$ cat src/rtl/serrx_pkg.sv
// Package: shared status layout for the serial receive status block.
// Assumes an 8-bit status byte whose bit order software decodes.
package serrx_pkg;
    localparam int STAT_W = 8;

    // Status byte layout, most significant field first.
    typedef struct packed {
        logic rx_full;   // bit 7
        logic overrun;   // bit 6
        logic par_err;   // bit 5
        logic frm_err;   // bit 4
        logic rx_ie;     // bit 3
        logic cts_en;    // bit 2
        logic tx_empty;  // bit 1
        logic tx_ie;     // bit 0
    } stat_t;

    localparam int BIT_RXIE = 3;
    localparam int BIT_CTSE = 2;
    localparam int BIT_TXIE = 0;

    // Index of each sticky error flag in the error flag vector.
    localparam int NUM_ERR = 3;
    localparam int ERR_OVR = 2;
    localparam int ERR_PAR = 1;
    localparam int ERR_FRM = 0;
endpackage

$ cat src/rtl/serrx_hold_reg.sv
// Module: receive data holding register with its full flag.
// Accepts a byte on load_req, empties on rd_req. The caller decides
// acceptance: it asserts load_req only when the byte is to be taken.
// A hold input clears the flag; the stored data is left untouched.
module serrx_hold_reg #(
    parameter int DATA_W = 8
) (
    input  logic              clk,
    input  logic              rst_n,
    input  logic              hold,
    input  logic              load_req,
    input  logic              rd_req,
    input  logic [DATA_W-1:0] din,
    output logic [DATA_W-1:0] dout,
    output logic              full
);
    // Capture the accepted byte.
    always_ff @(posedge clk) begin
        if (!rst_n)
            dout <= '0;
        else if (load_req)
            dout <= din;
    end

    // Full flag: hold clears, a load beats a read in the same cycle.
    always_ff @(posedge clk) begin
        if (!rst_n)
            full <= 1'b0;
        else if (hold)
            full <= 1'b0;
        else if (load_req)
            full <= 1'b1;
        else if (rd_req)
            full <= 1'b0;
    end
endmodule

$ cat src/rtl/serrx_err_flags.sv
// Module: bank of sticky error flags.
// Each flag sets on its own set bit and clears on a shared software clear
// or on the hold condition. A set in the same cycle as a software clear
// wins, so no error event is lost. Assumes set bits are single-cycle events.
module serrx_err_flags #(
    parameter int N = 3
) (
    input  logic         clk,
    input  logic         rst_n,
    input  logic         hold,
    input  logic         sw_clr,
    input  logic [N-1:0] set,
    output logic [N-1:0] flags
);
    for (genvar i = 0; i < N; i++) begin : g_flag
        // Per-flag sticky register with hold-clear priority.
        always_ff @(posedge clk) begin
            if (!rst_n)
                flags[i] <= 1'b0;
            else if (hold)
                flags[i] <= 1'b0;
            else if (set[i])
                flags[i] <= 1'b1;
            else if (sw_clr)
                flags[i] <= 1'b0;
        end
    end
endmodule

$ cat src/rtl/serrx_enable_regs.sv
// Module: software enable bits of the status byte.
// Only the receive interrupt, CTS and transmit interrupt enable positions
// are writable; the other written bits are dropped. The hold condition
// does not touch these bits; only reset does.
module serrx_enable_regs #(
    parameter int W = 8
) (
    input  logic         clk,
    input  logic         rst_n,
    input  logic         wr,
    input  logic [W-1:0] wdata,
    output logic         rx_ie,
    output logic         cts_en,
    output logic         tx_ie
);
    // Write the three enable bits from their fixed positions.
    always_ff @(posedge clk) begin
        if (!rst_n) begin
            rx_ie  <= 1'b0;
            cts_en <= 1'b0;
            tx_ie  <= 1'b0;
        end else if (wr) begin
            rx_ie  <= wdata[serrx_pkg::BIT_RXIE];
            cts_en <= wdata[serrx_pkg::BIT_CTSE];
            tx_ie  <= wdata[serrx_pkg::BIT_TXIE];
        end
    end
endmodule

$ cat src/rtl/serrx_status.sv
// Module: receive status logic of an asynchronous serial channel (top).
// Takes completed bytes from an external shift register, keeps one holding
// register and the full/overrun/parity/framing flags, and packs them with
// the enable bits and the transmit-empty input into one status byte.
// Assumes all strobes are one cycle wide and synchronous to clk.
module serrx_status #(
    parameter int DATA_W = 8
) (
    input  logic              clk,
    input  logic              rst_n,
    input  logic              byte_done,
    input  logic [DATA_W-1:0] byte_data,
    input  logic              byte_par_err,
    input  logic              byte_frm_err,
    input  logic              parity_en,
    input  logic              data_rd,
    input  logic              ctl_wr,
    input  logic              ctl_errclr,
    input  logic              stat_wr,
    input  logic [7:0]        stat_wdata,
    input  logic              carrier_hi,
    input  logic              stop_mode,
    input  logic              tx_empty,
    output logic [DATA_W-1:0] rx_data,
    output logic [7:0]        status,
    output logic              rx_irq
);
    import serrx_pkg::*;

    logic                hold;
    logic                full;
    logic                accept;
    logic                ovr_evt;
    logic                sw_clr;
    logic [NUM_ERR-1:0]  err_set;
    logic [NUM_ERR-1:0]  err_q;
    logic                rx_ie, cts_en, tx_ie;
    stat_t               stat_s;

    // Decide acceptance, overrun and flag events for this cycle.
    always_comb begin
        hold    = carrier_hi | stop_mode;
        accept  = byte_done & ~hold & (~full | data_rd);
        ovr_evt = byte_done & ~hold & full & ~data_rd;
        sw_clr  = ctl_wr & ~ctl_errclr;
        err_set          = '0;
        err_set[ERR_OVR] = ovr_evt;
        err_set[ERR_PAR] = accept & parity_en & byte_par_err;
        err_set[ERR_FRM] = accept & byte_frm_err;
    end

    serrx_hold_reg #(.DATA_W(DATA_W)) u_hold (
        .clk      (clk),
        .rst_n    (rst_n),
        .hold     (hold),
        .load_req (accept),
        .rd_req   (data_rd),
        .din      (byte_data),
        .dout     (rx_data),
        .full     (full)
    );

    serrx_err_flags #(.N(NUM_ERR)) u_err (
        .clk    (clk),
        .rst_n  (rst_n),
        .hold   (hold),
        .sw_clr (sw_clr),
        .set    (err_set),
        .flags  (err_q)
    );

    serrx_enable_regs #(.W(STAT_W)) u_en (
        .clk    (clk),
        .rst_n  (rst_n),
        .wr     (stat_wr),
        .wdata  (stat_wdata),
        .rx_ie  (rx_ie),
        .cts_en (cts_en),
        .tx_ie  (tx_ie)
    );

    // Pack the status byte and form the receive interrupt request.
    always_comb begin
        stat_s.rx_full  = full;
        stat_s.overrun  = err_q[ERR_OVR];
        stat_s.par_err  = err_q[ERR_PAR];
        stat_s.frm_err  = err_q[ERR_FRM];
        stat_s.rx_ie    = rx_ie;
        stat_s.cts_en   = cts_en;
        stat_s.tx_empty = tx_empty;
        stat_s.tx_ie    = tx_ie;
        status = stat_s;
        rx_irq = rx_ie & (full | (|err_q));
    end
endmodule

$ cat config.mk
export PLATFORM = sky130hd
export DESIGN_NAME = serrx_status
export DESIGN_NICKNAME = d
export VERILOG_FILES = /design/src/rtl/serrx_pkg.sv /design/src/rtl/serrx_hold_reg.sv /design/src/rtl/serrx_err_flags.sv /design/src/rtl/serrx_enable_regs.sv /design/src/rtl/serrx_status.sv
export SDC_FILE = /design/constraint.sdc
export NUM_CORES = 1
export LEC_CHECK = 0
export BUFFER_PORTS_ARGS = -buffer_cell sky130_fd_sc_hd__clkbuf_2
export CORE_AREA = 3 3 48 50
export CTS_CLUSTER_SIZE = 40
export DETAILED_ROUTE_END_ITERATION = 12
export DIE_AREA = 0 0 51 53
export PLACE_DENSITY = 0.71
export SYNTH_ARGS = -nofsm -noshare
export SYNTH_HDL_FRONTEND = slang
export SYNTH_SLANG_ARGS = --single-unit
$ cat constraint.sdc
create_clock -name clk -period 2.2 [get_ports clk]
set_clock_uncertainty 0.2 [all_clocks]
set_input_delay 0.22 -clock clk [delete_from_list [all_inputs] [get_ports clk]]
set_output_delay 0.22 -clock clk [all_outputs]
set_load 0.02 [all_outputs]
==> impl_results.md, run 1 <==
* Sequential area share after synthesis at 44.8%
* FP Rows at 16
* Tcrit/Tclk final at 73.0%
* Post-synth top area share at 44.8%
* Peak VDD IR at 0.397 mV
* Layout Cells excl Fill at 141
* Placed Area at 828 sq um
* TritonCTS clock tree: built
* Vias in the first global route at 563
* Layout cells sized above 1 at 38.6%
* Initial DRC count at 7
* Top post-synthesis cells by area: dfxtp_1, mux2i_1, nand2_1
* Worst-case clock buffer depth at 2
* Fin area at 956 sq um
* Crit-path max FO at 4
* Netlist cell types at 16
* Leak at 0.446 nW
* CP startpoint: u_hold.full$_SDFFE_PP0P_
* Most frequent cells in the layout: clkbuf_2, nand2_1, dfxtp_1
* Gr ovfl total at 0
* Clk root buf: clkbuf_4
* First-pass GRT wire length at 2370 um
* Layout area overhead at 42.5%
* Net count after synthesis at 99
* Worst-margin pin slew at 346 ps
* Fin crit period at 1610 ps
* RSZ-0062 raised after global routing: false
* Origin of the critical flop-to-flop path: u_hold.full$_SDFFE_PP0P_
* PostCTS Resize Cnt at 0
* Largest net degree at the start of global routing at 21
* Yosys warning count at 0
* Clk Latency, worst-skew pair at 270 ps
* Detail Route Antenna Nets at 0
* ANT cells at 0
* Post-cts hold buffer count at 10
* GPL Wtd Cong at 0.723
* Worst slack, placed at 836 ps
* First drt pass iteration count at 4
* Worst-path clk slew at 90 ps
* H-tree levels at 1
* Initial Util at 34.5%
* Final Max Tran Viols at 0
* Total number of vias at 610
* PwrDens at 548 mW/mm^2
* Synth Instances at 70
* Synth Register Bits at 15
* Min-Delay Path Class: input pin to register
* DIE AREA at 0.00270 sq mm
* CTS Sinks at 15
* Placed insts at 127
* Worst hold slack at 2.01 ps
* Total wire length at 1480 um
* Total GRT Usage at 11.9%
* Die span in x at 51 um
* MaxCap Viol Count at 0
* Post-CTS Setup Inserts at 0
* Synthesized area per cell at 9.58 sq um
* Final core occ at 49.2%
* Final worst setup slack at 594 ps
* TritonCTS Buffers at 3
* Die H at 53 um
* Critical path arrival at 1190 ps
* Status: finished, final reports clean
* Worst hold path startpoint: stat_wdata[3]
* Slew HR at 76.9%
* Io pins at 46
* Setup_tns at 0 ps
* Most common cell after layout, fill and taps aside: clkbuf_2
* Post-Syn Area at 671 sq um
* Hold Vio Cnt, Final at 0
* CP Class: register to output port
* Total power at 524 uW
* WP data required at 1780 ps
* Antenna violations before repair at 0
* Buffers on Ports at 38
* Nets at 144
* HPWL Detailed at 1080 um
* Core ar. at 0.00194 sq mm
* Worst setup SP type: register
* Setup crit end kind: output port
* DRC errors left at 0
* Routed WL per cell at 10.5 um
* Max Clk Rate at 623 MHz
* Final Setup Violations at 0
* Largest area contributor in the netlist: dfxtp_1
* Vias per cell at 4.33
flip-flops by register name (all words and copies together), names as in the netlist:
name / flops
u_en.cts_en: 1
u_err.flags: 3
u_hold.dout: 8
u_en.rx_ie: 1
u_en.tx_ie: 1
u_hold.full: 1
metal layers:
| layer | track usage (%) | routed length, um | vias to the layer above | share of wire, % |
|---|---|---|---|---|
| met5 | 0 | 0 | - | 0 |
| met1 | 13.3 | 580 | 270 | 39 |
| met3 | 2.54 | 112 | 2 | 7.6 |
| met2 | 21.5 | 773 | 22 | 52 |
| li1 | - | - | 316 | - |
| met4 | 5.38 | 10 | 0 | 0.68 |
Yosys cell counts:
cell type / instances
buf_4: 5
clkbuf_1: 1
nor3b_4: 1
a22oi_1: 1
and2_0: 1
dfxtp_1: 15
buf_12: 1
and2_4: 1
o41a_1: 1
nand2_1: 17
nand2b_1: 2
a32oi_1: 2
mux2i_1: 11
nor2_1: 6
nor2b_1: 4
buf_2: 1
final cells by class:
| cell class | count | area [sq um] |
|---|---|---|
| Clock buffer | 3 | 22.5 |
| Fill cell | 200 | 986 |
| Timing Repair Buffer | 48 | 290 |
| Tap cell | 27 | 33.8 |
| Sequential cell | 15 | 300 |
| Clock inverter | 1 | 5.00 |
| Multi-Input combinational cell | 47 | 304 |
report_power, final:
group / switching [mW] / total, mW / internal, mW
sequential: 0.00531 / 0.286 / 0.280
combinational: 0.0412 / 0.0874 / 0.0462
clock: 0.0832 / 0.150 / 0.0672
total: 0.130 / 0.524 / 0.394
cell families after synthesis:
kind of cell | after synthesis | synth area share, %
flip-flops | 15 | 44.8
multiplexers | 11 | 16.4
AO/OA/AOI/OAI | 4 | 5.41
buffers and inverters | 8 | 9.89
AND/OR/NAND/NOR | 32 | 23.5
worst max-delay path: stages, from the launching register on:
cell	delay (ps)
dfxtp_1	350
o41a_1	400
clkbuf_2	160
worst paths after layout:
path                                               endpoint  slack (ps)  cells past startpoint
worst max-delay path                                 rx_irq         590                      2
worst min-delay path                u_en.rx_ie$_SDFFE_PN0P_           2                      3
worst max register to register  u_hold.dout[1]$_SDFFE_PN0P_         990                      3
worst min register to register  u_hold.dout[5]$_SDFFE_PN0P_         260                      2
No activity file was read; power rests on OpenSTA's default activity.
==> run 2, diff against run 1 <==
==> constraint.sdc (replaced) <==
create_clock -name clk -period 1.5 [get_ports clk]
set_clock_uncertainty 0.2 [all_clocks]
set_input_delay 0.15 -clock clk [delete_from_list [all_inputs] [get_ports clk]]
set_output_delay 0.15 -clock clk [all_outputs]
set_load 0.02 [all_outputs]
==> run 2 against run 1 <==
  * The flow now finishes with violations (setup timing)
  * Hold slack better by 7.3 ps
  * Total power up 49%
  * Largest cell class is now non-clock buffers
  * Count of clock-buffer cells in the layout unchanged
  * Combinational power up 59%
  * Non-clock buffer count up 7
==> impl_results.md, run 2 (synthesis results as in run 1) <==
* Status: finished, violations left
* Violated checks: setup timing
* Placed insts at 127 (unchanged)
* Vias per cell at 4.41 (+2.0%)
* First drt pass iteration count at 5 (+1)
* First-pass GRT wire length at 2650 um (+12%)
* Setup_tns at -28.6 ps (-28.6 ps)
* Layout Cells excl Fill at 148 (+5.0%)
* GPL Wtd Cong at 0.723 (about the same)
* Switching component of the power at 192 uW (+48%)
* CTS Sinks at 15 (unchanged)
* Worst-case clock buffer depth at 2 (unchanged)
* Total power at 778 uW (+49%)
* Fillers at 200 (unchanged)
* Comb power frac at 17.9% (+1.2 points)
* HPWL Detailed at 1110 um (+2.3%)
* Total GRT Usage at 13.4% (+1.5 points)
* Clk Latency, worst-skew pair at 270 ps (about the same)
* Seq. cell area at 304 sq um (+1.3%)
* FP Rows at 16 (unchanged)
* DIE AREA at 0.00270 sq mm (unchanged)
* Die span in x at 51 um (unchanged)
* Hold Vio Cnt, Final at 0 (unchanged)
* Min-Delay Path Class: input pin to register
* Most frequent cells in the layout: clkbuf_2, nand2_1, dlygate4sd3_1
* Worst hold slack at 9.32 ps (+7.30 ps)
* Clk root buf: clkbuf_4
* Crit-path max FO at 2 (-2)
* Io pins at 46 (unchanged)
* Setup crit end kind: output port
* Peak VDD IR at 0.543 mV (+37%)
* Vias in the first global route at 670 (+19%)
* Max reg flops at 8 (unchanged)
* Layout cells sized above 1 at 41.3% (+2.7 points)
* Gr ovfl total at 0 (unchanged)
* Met2 Resource Use GR at 25.3% (+3.9 points)
* Fin crit period at 1530 ps
* Sw Share at 24.7% (-0.065 points)
* MaxCap Viol Count at 0 (unchanged)
* Busiest grt layer: met2
* Area taken by multi-input logic gates at 304 sq um (unchanged)
* Buffers on Ports at 38 (unchanged)
* Critical path arrival at 1180 ps (about the same)
* GR Layer Usage met3 at 2.54% (unchanged)
* H-tree levels at 1 (unchanged)
* Final Setup Violations at 1 (+1)
* DRC errors left at 0 (unchanged)
* Largest net degree at the start of global routing at 21 (unchanged)
* Most common cell after layout, fill and taps aside: clkbuf_2
* Final core occ at 53.1% (+3.9 points)
* Die H at 53 um (unchanged)
* Detail Route Antenna Nets at 0 (unchanged)
* TritonCTS clock tree: built
* CP Class: register to output port
* Clock group share of total power at 28.3% (-0.4 points)
* Total number of vias at 653 (+7.0%)
* ANT cells at 0 (unchanged)
* TritonCTS Buffers at 3 (unchanged)
* Slew HR at 77.1% (+0.22 points)
* Leak at 0.483 nW (+8.2%)
* WP data required at 1150 ps (-630 ps)
* Registers with the most flip-flops: u_hold.dout: 8 flops, u_err.flags: 3 flops
* Worst setup SP type: register
* Nets at 151 (+4.9%)
* Int Power at 586 uW (+49%)
* Routed WL per cell at 10.9 um (+4.2%)
* PwrDens at 755 mW/mm^2 (+38%)
* Initial Util at 34.5% (unchanged)
* Core ar. at 0.00194 sq mm (unchanged)
* Initial DRC count at 8 (+1)
* Layout area overhead at 53.7%
* Seq pwr share at 53.8% (-0.8 points)
* Top reg by flops: u_hold.dout
* Final worst setup slack at -28.6 ps (-622 ps)
* Antenna violations before repair at 0 (unchanged)
* RSZ-0062 raised after global routing: true
* GR met1 Demand/Resource at 13.5% (+0.19 points)
* Final Max Tran Viols at 0 (unchanged)
* Max Clk Rate at 654 MHz
* Tcrit/Tclk final at 102%
* Total wire length at 1620 um (+9.4%)
* Worst-path clk slew at 90 ps (about the same)
* Worst-margin pin slew at 343 ps (-3.34 ps)
## run 2: cell type report
cell class                 count  share of cell area (%)
timing repair buffer          55                    35.1
sequential                    15                    29.5
multi-input combinational     47                    29.5
tap                           27                    3.28
clock buffer                   3                    2.18
clock inverter                 1                   0.485
## run 2: per-layer routing
metal | up-vias | wire length [um]
met4 | 0 | 18
met2 | 24 | 875
met1 | 295 | 626
met5 | - | 0
met3 | 2 | 95
li1 | 332 | -
## run 2: worst paths after layout
kind / cells after the start / slack (ps) / end / start
max: 2 / -30 / rx_irq / u_hold.full$_SDFFE_PP0P_
min: 3 / 9 / u_en.rx_ie$_SDFFE_PN0P_ / stat_wr
max reg2reg: 4 / 190 / u_hold.dout[3]$_SDFFE_PN0P_ / u_hold.full$_SDFFE_PP0P_
min reg2reg: 2 / 260 / u_hold.dout[6]$_SDFFE_PN0P_ / u_hold.dout[6]$_SDFFE_PN0P_
## run 2: timing repair
action | 4_1_cts | 5_1_grt
setup buffers | 3 | 0
endpoints found under the hold margin | 13 | 0
resized for setup | 5 | 0
pin swaps | 1 | 0
hold buffers | 14 | 0
endpoints found under the setup margin | 1 | 1
## run 2: critical path: stages, from the launching register on
cell and delay (ps):
dfxtp_2 340, o41a_1 410, clkbuf_8 160
## run 2: metrics by stage
stage,setup WS [ps],area (sq um)
6_report,-28.6,1030
5_1_grt,-80.2,1030
4_1_cts,-33.9,1030
3_5_place_dp,200,828
3_3_place_gp,265,828
2_1_floorplan,261,671
## run 2: power by group through the flow
| stage | Combinational, mW | Sequential (mW) | Clock [mW] |
|---|---|---|---|
| after floorplan | 0.0662 | 0.436 | 0 |
| after global placement | 0.106 | 0.427 | 0 |
| after detailed placement | 0.110 | 0.428 | 0 |
| after CTS | 0.140 | 0.419 | 0.229 |
| after global routing | 0.153 | 0.421 | 0.250 |
| final | 0.139 | 0.419 | 0.220 |
==> run 3, diff against run 2 <==
--- a/config.mk
+++ b/config.mk
@@ -5,6 +5,7 @@
 export SDC_FILE = /design/constraint.sdc
 export NUM_CORES = 1
 export LEC_CHECK = 0
+export ABC_AREA = 1
 export BUFFER_PORTS_ARGS = -buffer_cell sky130_fd_sc_hd__clkbuf_2
 export CORE_AREA = 3 3 48 50
 export CTS_CLUSTER_SIZE = 40
==> run 3 against run 2 <==
  * The flow finishes with violations (hold timing)
  * Critical path type unchanged
  * Routed wire length is 9.9% higher
  * Highest routed layer unchanged
  * Via count up 15%
  * Sequential power up 1%
  * Cell area rose by 8.9%
  * Total power up 6.2%
  * Sequential share of layout area down 2.5 points
  * Setup slack better by 41 ps
==> impl_results.md, run 3 <==
* Clk Latency, worst-skew pair at 280 ps (about the same)
* Vias per cell at 4.24 (-4.0%)
* Sequential area share after synthesis at 44.9% (+0.084 points)
* Registers with the most flip-flops: u_hold.dout: 8 flops, u_err.flags: 3 flops
* TritonCTS Buffers at 3 (unchanged)
* Crit-path max FO at 3 (+1)
* Die H at 53 um (unchanged)
* Top reg by flops: u_hold.dout
* Worst-margin pin slew at 222 ps (-121 ps)
* Tcrit/Tclk final at 99.2% (-2.7 points)
* Netlist cell types at 13 (-3)
* Core ar. at 0.00194 sq mm (unchanged)
* Antenna violations before repair at 0 (unchanged)
* WP data required at 1150 ps (about the same)
* Worst setup SP type: register
* Vias in the first global route at 681 (+1.6%)
* RSZ-0062 raised after global routing: true
* FP Rows at 16 (unchanged)
* Hold Vio Cnt, Final at 1 (+1)
* Worst-path clk slew at 90 ps (about the same)
* Min-Delay Path Class: input pin to register
* Initial Util at 34.5% (-0.064 points)
* First-pass GRT wire length at 2620 um (-1.3%)
* Net count after synthesis at 122 (+23%)
* PwrDens at 736 mW/mm^2 (-2.5%)
* MaxCap Viol Count at 0 (unchanged)
* DIE AREA at 0.00270 sq mm (unchanged)
* DRC errors left at 0 (unchanged)
* H-tree levels at 1 (unchanged)
* Slew HR at 85.1% (+7.9 points)
* Async SR Flop Fraction at 0% (unchanged)
* Routed WL per cell at 9.97 um (-8.6%)
* Worst hold slack at -15.3 ps (-24.6 ps)
* CTS Sinks at 15 (unchanged)
* Layout area overhead at 67.7%
* Initial DRC count at 15 (+7)
* Max Clk Rate at 672 MHz (+2.7%)
* Total power at 826 uW (+6.2%)
* Fin crit period at 1490 ps (-40.6 ps)
* Most frequent cells in the layout: clkbuf_2, dlygate4sd3_1, nor2_1, nand2_1
* Most common cell after layout, fill and taps aside: clkbuf_2
* Nets at 181 (+20%)
* Gr ovfl total at 0 (unchanged)
* Total number of vias at 754 (+15%)
* Max reg flops at 8 (unchanged)
* HPWL Detailed at 1110 um (about the same)
* Largest net degree at the start of global routing at 18 (-14%)
* Peak VDD IR at 0.548 mV (+1.0%)
* Final Setup Violations at 0 (-1)
* ANT cells at 0 (unchanged)
* Final core occ at 57.8% (+4.7 points)
* Violated checks: hold timing
* Final Max Tran Viols at 0 (unchanged)
* Detail Route Antenna Nets at 0 (unchanged)
* Yosys warning count at 0 (unchanged)
* Setup_tns at 0 ps (+28.6 ps)
* Setup crit end kind: output port
* GPL Wtd Cong at 0.642 (-11%)
* Buffers on Ports at 38 (unchanged)
* Top FF cell, synth: dfxtp_1
* Placed insts at 151 (+19%)
* Critical path arrival at 1140 ps (-40 ps)
* Layout Cells excl Fill at 178 (+20%)
* Die span in x at 51 um (unchanged)
* Synth Register Bits at 15 (unchanged)
* First drt pass iteration count at 4 (-1)
* Post-synth top area share at 44.9% (+0.084 points)
* Total wire length at 1780 um (+9.9%)
* Worst-case clock buffer depth at 2 (unchanged)
* Synth Instances at 93 (+33%)
* Post-Syn Area at 669 sq um (-0.19%)
* Io pins at 46 (unchanged)
* Number of flops mapped to enable cells by yosys at 0 (unchanged)
* Synthesized area per cell at 7.20 sq um (-25%)
* Top cells by count, synth: nand2_1, nor2_1, dfxtp_1, inv_1, buf_4
* Top post-synthesis cells by area: dfxtp_1, nand2_1, nor2_1
* TritonCTS clock tree: built
* Leak at 0.580 nW (+20%)
* Layout cells sized above 1 at 33.1% (-8.2 points)
* Largest area contributor in the netlist: dfxtp_1
* CP Class: register to output port
* Total GRT Usage at 12.9% (-0.45 points)
* Status: finished, violations left
* Clk root buf: clkbuf_4
run 3: cells by family after synthesis:
| group | Yosys count | share of synthesized area (%) |
|---|---|---|
| and+or+nand+nor | 50 | 33.5 |
| DFF | 15 | 44.9 |
| buffers and inverters | 20 | 15.7 |
| AOI/OAI and AO/OA | 8 | 5.98 |
run 3: stage by stage:
stage	cell area (sq um)	setup WS (ps)
floorplan	669	331
global placement	837	261
detailed placement	837	253
CTS	1110	-1.45
global route	1120	-22.4
finish	1120	12.0
run 3: final timing paths:
check / cells after the start / to / from / slack [ps]
setup / recovery: 3 / rx_irq / u_err.flags[2]$_SDFFE_PP0P_ / 10
hold / removal: 4 / u_en.cts_en$_SDFFE_PN0P_ / stat_wr / -20
setup reg to reg: 3 / u_en.tx_ie$_SDFFE_PN0P_ / u_en.tx_ie$_SDFFE_PN0P_ / 110
hold reg to reg: 2 / u_en.rx_ie$_SDFFE_PN0P_ / u_en.rx_ie$_SDFFE_PN0P_ / 280
run 3: power breakdown:
part           leakage, nW  internal [mW]  switching (mW)
clock network       0.0177         0.0988           0.128
registers            0.124          0.416         0.00930
logic                0.439         0.0890          0.0854
total                0.580          0.603           0.223
run 3: cell type report:
cell class,instances,area [sq um]
well taps,27,33.8
clock inverters,1,5.00
clock buffers,3,22.5
flip-flops and latches,15,303
inverters,13,48.8
fillers,188,820
repair buffers,60,413
multi-input cells,59,297
run 3: critical path, stage by stage, from the launching register on:
cell	delay [ps]
dfxtp_2	350
nor4_4	290
nor2_1	70
buf_4	160
run 3: what timing repair did:
item	in CTS	in global routing
gates cloned	0	1
buffers inserted	0	0
pin swaps	1	2
gates resized for setup	4	3
hold buffers	23	0
endpoints found under the setup margin	1	7
hold endpoints to repair	14	0
run 3: layer usage:
| metal | wire length [um] | global-route usage [%] | vias up |
|---|---|---|---|
| met5 | 0 | 0 | - |
| met2 | 895 | 25.1 | 31 |
| met4 | 9 | 5.38 | 0 |
| met1 | 740 | 13.4 | 325 |
| met3 | 129 | 2.54 | 2 |
| li1 | - | - | 396 |
